**src/rtl/irq_agg_pkg.sv**
```systemverilog
// Package: register offsets and helpers shared by the aggregator modules.
// Assumes byte offsets on an 8-bit register bus.
package irq_agg_pkg;
    localparam logic [7:0] OFS_TARGET  = 8'h04;
    localparam logic [7:0] OFS_REQUEST = 8'h0C;
    localparam logic [7:0] OFS_MASK    = 8'h18;
    localparam logic [7:0] OFS_PENDING = 8'h1C;
    localparam logic [7:0] OFS_TRIGGER = 8'h20;
    localparam logic [7:0] OFS_LIVE    = 8'h28;
endpackage

```
**src/rtl/irq_agg_sync.sv**
```systemverilog
// Module: per-line two-flop synchronizer followed by a change detector.
// Assumes lines are asynchronous and that each pulse lasts at least three clocks.
module irq_agg_sync #(
    parameter int N = 11
) (
    input  logic         clk,
    input  logic         rst_n,
    input  logic [N-1:0] lines_in,
    output logic [N-1:0] level_o,
    output logic [N-1:0] change_o
);
    logic [N-1:0] stage1;
    logic [N-1:0] prev;

    for (genvar i = 0; i < N; i++) begin : g_line
        // Two-flop synchronizer and one-cycle history for line i.
        always_ff @(posedge clk) begin
            if (!rst_n) begin
                stage1[i]  <= 1'b0;
                level_o[i] <= 1'b0;
                prev[i]    <= 1'b0;
            end else begin
                stage1[i]  <= lines_in[i];
                level_o[i] <= stage1[i];
                prev[i]    <= level_o[i];
            end
        end
    end

    // A change is any difference between the synchronized level and its history.
    assign change_o = level_o ^ prev;

    a_r2_live_delay: assert property (@(posedge clk) disable iff (!rst_n)
        level_o == $past(stage1))
        else $error("R2: live level does not follow synchronizer stage");
endmodule

```
**src/rtl/irq_agg_regs.sv**
```systemverilog
// Module: register file holding the target, mask, request, pending and live views.
// Assumes one access per bus_sel cycle; a read clears in the edge that returns data.
module irq_agg_regs
    import irq_agg_pkg::*;
#(
    parameter int N         = 11,
    parameter int DW        = 32,
    parameter int AW        = 8,
    parameter int IMPL_MASK = 'h5FF
) (
    input  logic          clk,
    input  logic          rst_n,
    input  logic          bus_sel,
    input  logic          bus_wr,
    input  logic [AW-1:0] bus_addr,
    input  logic [DW-1:0] bus_wdata,
    output logic [DW-1:0] bus_rdata,
    input  logic [N-1:0]  level_i,
    input  logic [N-1:0]  change_i,
    output logic [N-1:0]  enable_o,
    output logic [DW-1:0] target_o,
    output logic          raise_o
);
    localparam logic [N-1:0] IMPL = IMPL_MASK[N-1:0];
    localparam int PADW = DW - N;

    logic [N-1:0]  mask_q;
    logic [N-1:0]  req_q;
    logic [N-1:0]  pend_q;
    logic [DW-1:0] target_q;
    logic          rd, wr;
    logic [N-1:0]  req_set, pend_set;
    logic          clr_req, clr_pend;
    logic [DW-1:0] rd_mux;

    assign rd       = bus_sel && !bus_wr;
    assign wr       = bus_sel && bus_wr;
    assign enable_o = mask_q & IMPL;
    assign req_set  = change_i & enable_o;
    assign pend_set = change_i & IMPL;
    assign clr_req  = rd && (bus_addr == OFS_REQUEST);
    assign clr_pend = rd && (bus_addr == OFS_PENDING);
    assign target_o = target_q;
    // One message per cycle with an enabled change or a trigger write.
    assign raise_o  = (|req_set) || (wr && bus_addr == OFS_TRIGGER);

    // Software-written target and mask.
    always_ff @(posedge clk) begin
        if (!rst_n) begin
            target_q <= '0;
            mask_q   <= '0;
        end else if (wr) begin
            if (bus_addr == OFS_TARGET) target_q <= bus_wdata;
            if (bus_addr == OFS_MASK)   mask_q   <= bus_wdata[N-1:0];
        end
    end

    // Read-to-clear latches; a change in the clearing cycle survives.
    always_ff @(posedge clk) begin
        if (!rst_n) begin
            req_q  <= '0;
            pend_q <= '0;
        end else begin
            req_q  <= (clr_req  ? '0 : req_q)  | req_set;
            pend_q <= (clr_pend ? '0 : pend_q) | pend_set;
        end
    end

    // Read data selection by offset.
    always_comb begin
        case (bus_addr)
            OFS_TARGET:  rd_mux = target_q;
            OFS_REQUEST: rd_mux = {{PADW{1'b0}}, req_q};
            OFS_MASK:    rd_mux = {{PADW{1'b0}}, mask_q};
            OFS_PENDING: rd_mux = {{PADW{1'b0}}, pend_q};
            OFS_LIVE:    rd_mux = {{PADW{1'b0}}, level_i};
            default:     rd_mux = '0;
        endcase
    end

    // Registered read data port.
    always_ff @(posedge clk) begin
        if (!rst_n)  bus_rdata <= '0;
        else if (rd) bus_rdata <= rd_mux;
    end

    a_r5_req_clear: assert property (@(posedge clk) disable iff (!rst_n)
        (clr_req && !(|req_set)) |=> (req_q == '0))
        else $error("R5: request register not cleared by read");
endmodule

```
**src/rtl/irq_agg_msgq.sv**
```systemverilog
// Module: one-slot message output with a one-deep queue behind it.
// Assumes all messages carry the same target, so surplus requests may merge.
module irq_agg_msgq #(
    parameter int DW    = 32,
    parameter int DBITS = 5
) (
    input  logic          clk,
    input  logic          rst_n,
    input  logic          enq_i,
    input  logic [DW-1:0] target_i,
    output logic          valid_o,
    input  logic          ready_i,
    output logic [DW-1:0] addr_o,
    output logic [DW-1:0] data_o
);
    logic          slot_v;
    logic          spare_v;
    logic [DW-1:0] slot_w;
    logic          pop;

    assign pop     = slot_v && ready_i;
    assign valid_o = slot_v;
    assign addr_o  = {slot_w[DW-1:DBITS], {DBITS{1'b0}}};
    assign data_o  = {{(DW-DBITS){1'b0}}, slot_w[DBITS-1:0]};

    // Slot and queue update: pop refills from the queue, surplus merges.
    always_ff @(posedge clk) begin
        if (!rst_n) begin
            slot_v  <= 1'b0;
            spare_v <= 1'b0;
            slot_w  <= '0;
        end else if (pop) begin
            if (spare_v) begin
                slot_w  <= target_i;
                spare_v <= enq_i;
            end else begin
                slot_v <= enq_i;
                if (enq_i) slot_w <= target_i;
            end
        end else if (!slot_v) begin
            if (enq_i) begin
                slot_v <= 1'b1;
                slot_w <= target_i;
            end
        end else if (enq_i) begin
            spare_v <= 1'b1;
        end
    end

    a_r10_hold: assert property (@(posedge clk) disable iff (!rst_n)
        (slot_v && !ready_i) |=> (slot_v && $stable(slot_w)))
        else $error("R10: stalled message not held");

    a_r9_enq_valid: assert property (@(posedge clk) disable iff (!rst_n)
        enq_i |=> slot_v)
        else $error("R9: queued request produced no valid message");
endmodule

```
**src/rtl/irq_msg_agg.sv**
```systemverilog
// Module: top of the interrupt aggregator: synchronizer, registers, message queue.
// Assumes a single register bus master and a single message consumer.
module irq_msg_agg #(
    parameter int N         = 11,
    parameter int DW        = 32,
    parameter int AW        = 8,
    parameter int DBITS     = 5,
    parameter int IMPL_MASK = 'h5FF
) (
    input  logic          clk,
    input  logic          rst_n,
    input  logic [N-1:0]  irq_in,
    input  logic          bus_sel,
    input  logic          bus_wr,
    input  logic [AW-1:0] bus_addr,
    input  logic [DW-1:0] bus_wdata,
    output logic [DW-1:0] bus_rdata,
    output logic          msg_valid,
    input  logic          msg_ready,
    output logic [DW-1:0] msg_addr,
    output logic [DW-1:0] msg_data
);
    logic [N-1:0]  level;
    logic [N-1:0]  change;
    logic [N-1:0]  enable;
    logic [DW-1:0] target;
    logic          raise;

    irq_agg_sync #(.N(N)) u_sync (
        .clk(clk), .rst_n(rst_n), .lines_in(irq_in),
        .level_o(level), .change_o(change)
    );

    irq_agg_regs #(.N(N), .DW(DW), .AW(AW), .IMPL_MASK(IMPL_MASK)) u_regs (
        .clk(clk), .rst_n(rst_n),
        .bus_sel(bus_sel), .bus_wr(bus_wr), .bus_addr(bus_addr),
        .bus_wdata(bus_wdata), .bus_rdata(bus_rdata),
        .level_i(level), .change_i(change),
        .enable_o(enable), .target_o(target), .raise_o(raise)
    );

    irq_agg_msgq #(.DW(DW), .DBITS(DBITS)) u_msgq (
        .clk(clk), .rst_n(rst_n), .enq_i(raise), .target_i(target),
        .valid_o(msg_valid), .ready_i(msg_ready),
        .addr_o(msg_addr), .data_o(msg_data)
    );

    a_r4_evt_raises: assert property (@(posedge clk) disable iff (!rst_n)
        (|(change & enable)) |=> msg_valid)
        else $error("R4: enabled change raised no message");
endmodule

```
**config.mk**
```make
export PLATFORM = sky130hd
export DESIGN_NAME = irq_msg_agg
export DESIGN_NICKNAME = d
export VERILOG_FILES = /design/src/rtl/irq_agg_pkg.sv /design/src/rtl/irq_agg_sync.sv /design/src/rtl/irq_agg_regs.sv /design/src/rtl/irq_agg_msgq.sv /design/src/rtl/irq_msg_agg.sv
export SDC_FILE = /design/constraint.sdc
export NUM_CORES = 1
export LEC_CHECK = 0
export BUFFER_PORTS_ARGS = -buffer_cell sky130_fd_sc_hd__buf_2
export CAP_MARGIN = 10
export CORE_ASPECT_RATIO = 1.1
export CORE_MARGIN = 2
export CORE_UTILIZATION = 48
export DETAILED_ROUTE_END_ITERATION = 10
export GPL_TIMING_DRIVEN = 0
export PLACE_DENSITY_LB_ADDON = 0.08
export SLEW_MARGIN = 20
export SYNTH_ARGS = -nofsm -noshare
export SYNTH_HDL_FRONTEND = slang
export SYNTH_SLANG_ARGS = --single-unit
```
**constraint.sdc**
```tcl
create_clock -name clk -period 2.1 [get_ports clk]
set_input_delay 0.525 -clock clk [delete_from_list [all_inputs] [get_ports clk]]
set_output_delay 0.525 -clock clk [all_outputs]
set_load 0.02 [all_outputs]
```
==> metrics <==
Crit path max-delay family compound AO/OA/AOI/OAI gates; maximum vdd drop 0.000642 V; total grt overflow 0; routability cong. 0.836; CTS Root Cell clkbuf_16; multi-input logic area 0.00270 mm2; Worst Path Max Fanout 10; initial drt markers 266; post-synthesis cell area 0.00625 mm2; Netlist cell types 39; worst-margin pin slew 0.664 ns; hold crit path type in -> reg; most frequent cells in the layout 161 x dfxtp_1, 153 x nand2_1, 129 x buf_2; WL/cell 14.9 um; Worst-Skew Late Latency 0.42 ns; most used cell, CP buf_6; dpl cells 994; Detail Route Antenna Nets 0; Ys Warns 0; Worst EP required 2.45 ns; arrival time at the worst endpoint 2.30 ns; setup TNS 0 ns; mean number of vias per cell 5.06; # IOs 153; Tmin final 1.96 ns; register area share after synthesis 51.6%; reg2reg start u_sync.level_o[6]$_SDFF_PN0_; Worst Setup Start Kind register; hpwl dp 11.6 mm; ys flop type dfxtp_1; via count 5,199; Overall Global Routing Usage 22.6%; status finished, final reports clean; WP buf/inv 2; Num Clock Sinks 161; #FFs+latches synth 161; R2R setup slack 0.14 ns; f_max 511 MHz; DP Worst Slack -0.357 ns; starting density of the core 49.5%; placed cell areas 0.00716 mm2; hold_buf cts 0; most common cell after layout, fill and taps aside dfxtp_1; Leak 3.45 nW; worst hold start irq_in[6]; initial antenna violation count 0; maximum clock insertion buffer count 2; final wirelength 15.4 mm; Clk pin slew, worst setup/hold paths 0.06 ns; sequence of cells on the critical path xor2_1 -> nand2_1 -> nand4_1 -> o41ai_4 -> buf_6 -> buf_6 -> mux2i_1; Levels on crit path 7; slew margin rel. 55.7%; endpoint class of the critical path register; first-pass GRT wire length 24.4 mm; Final #Nets 915; Final Cycle Share 93.1%; area grow syn2layout 24.5%; number of synthesized flops with an enable pin 0; Core ar. 0.0126 mm2; filler instances 1,135; fin util 61.5%; Setup Viol. Count Final 0; Site Rows 43; CP peak stage delay 0.42 ns; Avg Cell Area, Syn 9.10 um2; Async SR Flop Fraction 0%; Syn Inst Count 687; max-cap viol count 0; total power 6.48 mW; share of cells above drive strength 1 25.0%; Final Skew 0.0102 ns; Hold Path Depth 2; Die ar. 0.0140 mm2; capturing point of the worst reg2reg path u_msgq.slot_w[5]$_SDFFE_PN0P_; Final Hold Fails 0; Initial DRT Pass Iterations 6; non-filler cells, final 1,028; critical path class reg -> reg; design area 0.00778 mm2; Die Wd 113 um; slowest CP cell o41ai_4; PnR worst setup slack 0.145 ns; DRC Markers 0; H-tree depth 4; CTS Buf Count 17; Hold Worst Slack 0.309 ns; register area 0.00322 mm2; Worst R2R Path Depth 7; die height 124 um; Power Dens Cells 833 mW/mm2; CTS tree built; largest net degree at the start of global routing 17; ANT cells 0; Final Max Tran Viols 0; WHS Endpoint u_sync.stage1[6]$_SDFF_PN0_; vias in the first global route 4,865; port bufs 119
-- cell usage after synthesis, types with 3 or more instances --
cell / count / area, um2
dfxtp_1: 161 / 3220
nand2_1: 153 / 574
nor2_1: 64 / 240
a21oi_1: 56 / 280
mux2i_1: 43 / 430
buf_4: 34 / 255
and2_1: 32 / 200
a22oi_1: 31 / 233
clkbuf_1: 27 / 101
buf_2: 10 / 50.1
mux2_2: 10 / 113
xor2_1: 10 / 87.6
a211oi_1: 9 / 67.6
a221oi_1: 9 / 78.8
buf_6: 4 / 45.0
and3_1: 3 / 18.8
nand4_1: 3 / 18.8
nor4_2: 3 / 37.5
o21ai_0: 3 / 15.0
-- logic make-up after synthesis --
kind of cell	Yosys count	synth area share, %
AOI/OAI and AO/OA	114	12.0
DFF	161	51.6
and+or+nand+nor	269	18.8
muxes	53	8.69
xor gates and xnor gates	10	1.40
buffers and inverters	79	7.46
other	1	0.0600
-- power by group --
group	leakage, nW	switching [mW]	total (mW)	internal, mW
sequential	1.31	0.0233	3.13	3.11
combinational	1.87	0.246	0.393	0.147
clock	0.281	1.18	2.96	1.78
-- repair_timing --
| item | in CTS | in global routing |
|---|---|---|
| setup buffers | 1 | 2 |
| resized for setup | 0 | 5 |
| pin swaps | 1 | 2 |
| endpoints found under the setup margin | 30 | 37 |
-- flip-flops by register name (all words and copies together) (netlist names) --
name	cells
u_sync.level_o	11
u_regs.pend_q	10
u_regs.target_o	32
u_msgq.valid_o	1
u_regs.bus_rdata	32
u_regs.mask_q	11
u_sync.prev	10
u_regs.req_q	10
u_sync.stage1	11
u_msgq.slot_w	32
u_msgq.spare_v	1
-- layout make-up --
type                            count  area share, %
Sequential cell                   161           41.4
Multi-Input combinational cell    478           34.7
Timing Repair Buffer              122           7.99
Clock buffer                       23           6.40
Buffer                             76           5.87
Tap cell                          157           2.52
Clock inverter                      8          0.997
Inverter                            3          0.145
-- worst max-delay path by stage --
| stage | start | endpoint | slack (ns) |
|---|---|---|---|
| after detailed placement | bus_addr[7] | u_regs.req_q[10]$_SDFF_PN0_ | -0.36 |
| final | u_sync.level_o[6]$_SDFF_PN0_ | u_msgq.slot_w[5]$_SDFFE_PN0P_ | 0.14 |
| after global placement | bus_addr[7] | u_regs.req_q[10]$_SDFF_PN0_ | -0.37 |
| after global routing | u_sync.level_o[6]$_SDFF_PN0_ | u_msgq.slot_w[9]$_SDFFE_PN0P_ | -0.004 |
| after CTS | u_sync.level_o[6]$_SDFF_PN0_ | u_msgq.slot_w[16]$_SDFFE_PN0P_ | 0.02 |
| after floorplan | bus_addr[7] | u_regs.mask_q[0]$_SDFFE_PN0P_ | 0.11 |
-- metal layers --
| metal | track usage, % | routed length (um) | share of wire (%) |
|---|---|---|---|
| met1 | 27.5 | 6640 | 43 |
| met2 | 38.7 | 7540 | 49 |
| met3 | 4.87 | 877 | 5.7 |
| met4 | 10.2 | 303 | 2.0 |
| met5 | 0 | 0 | 0 |
Note: power is estimated with default switching activity, not from simulation.
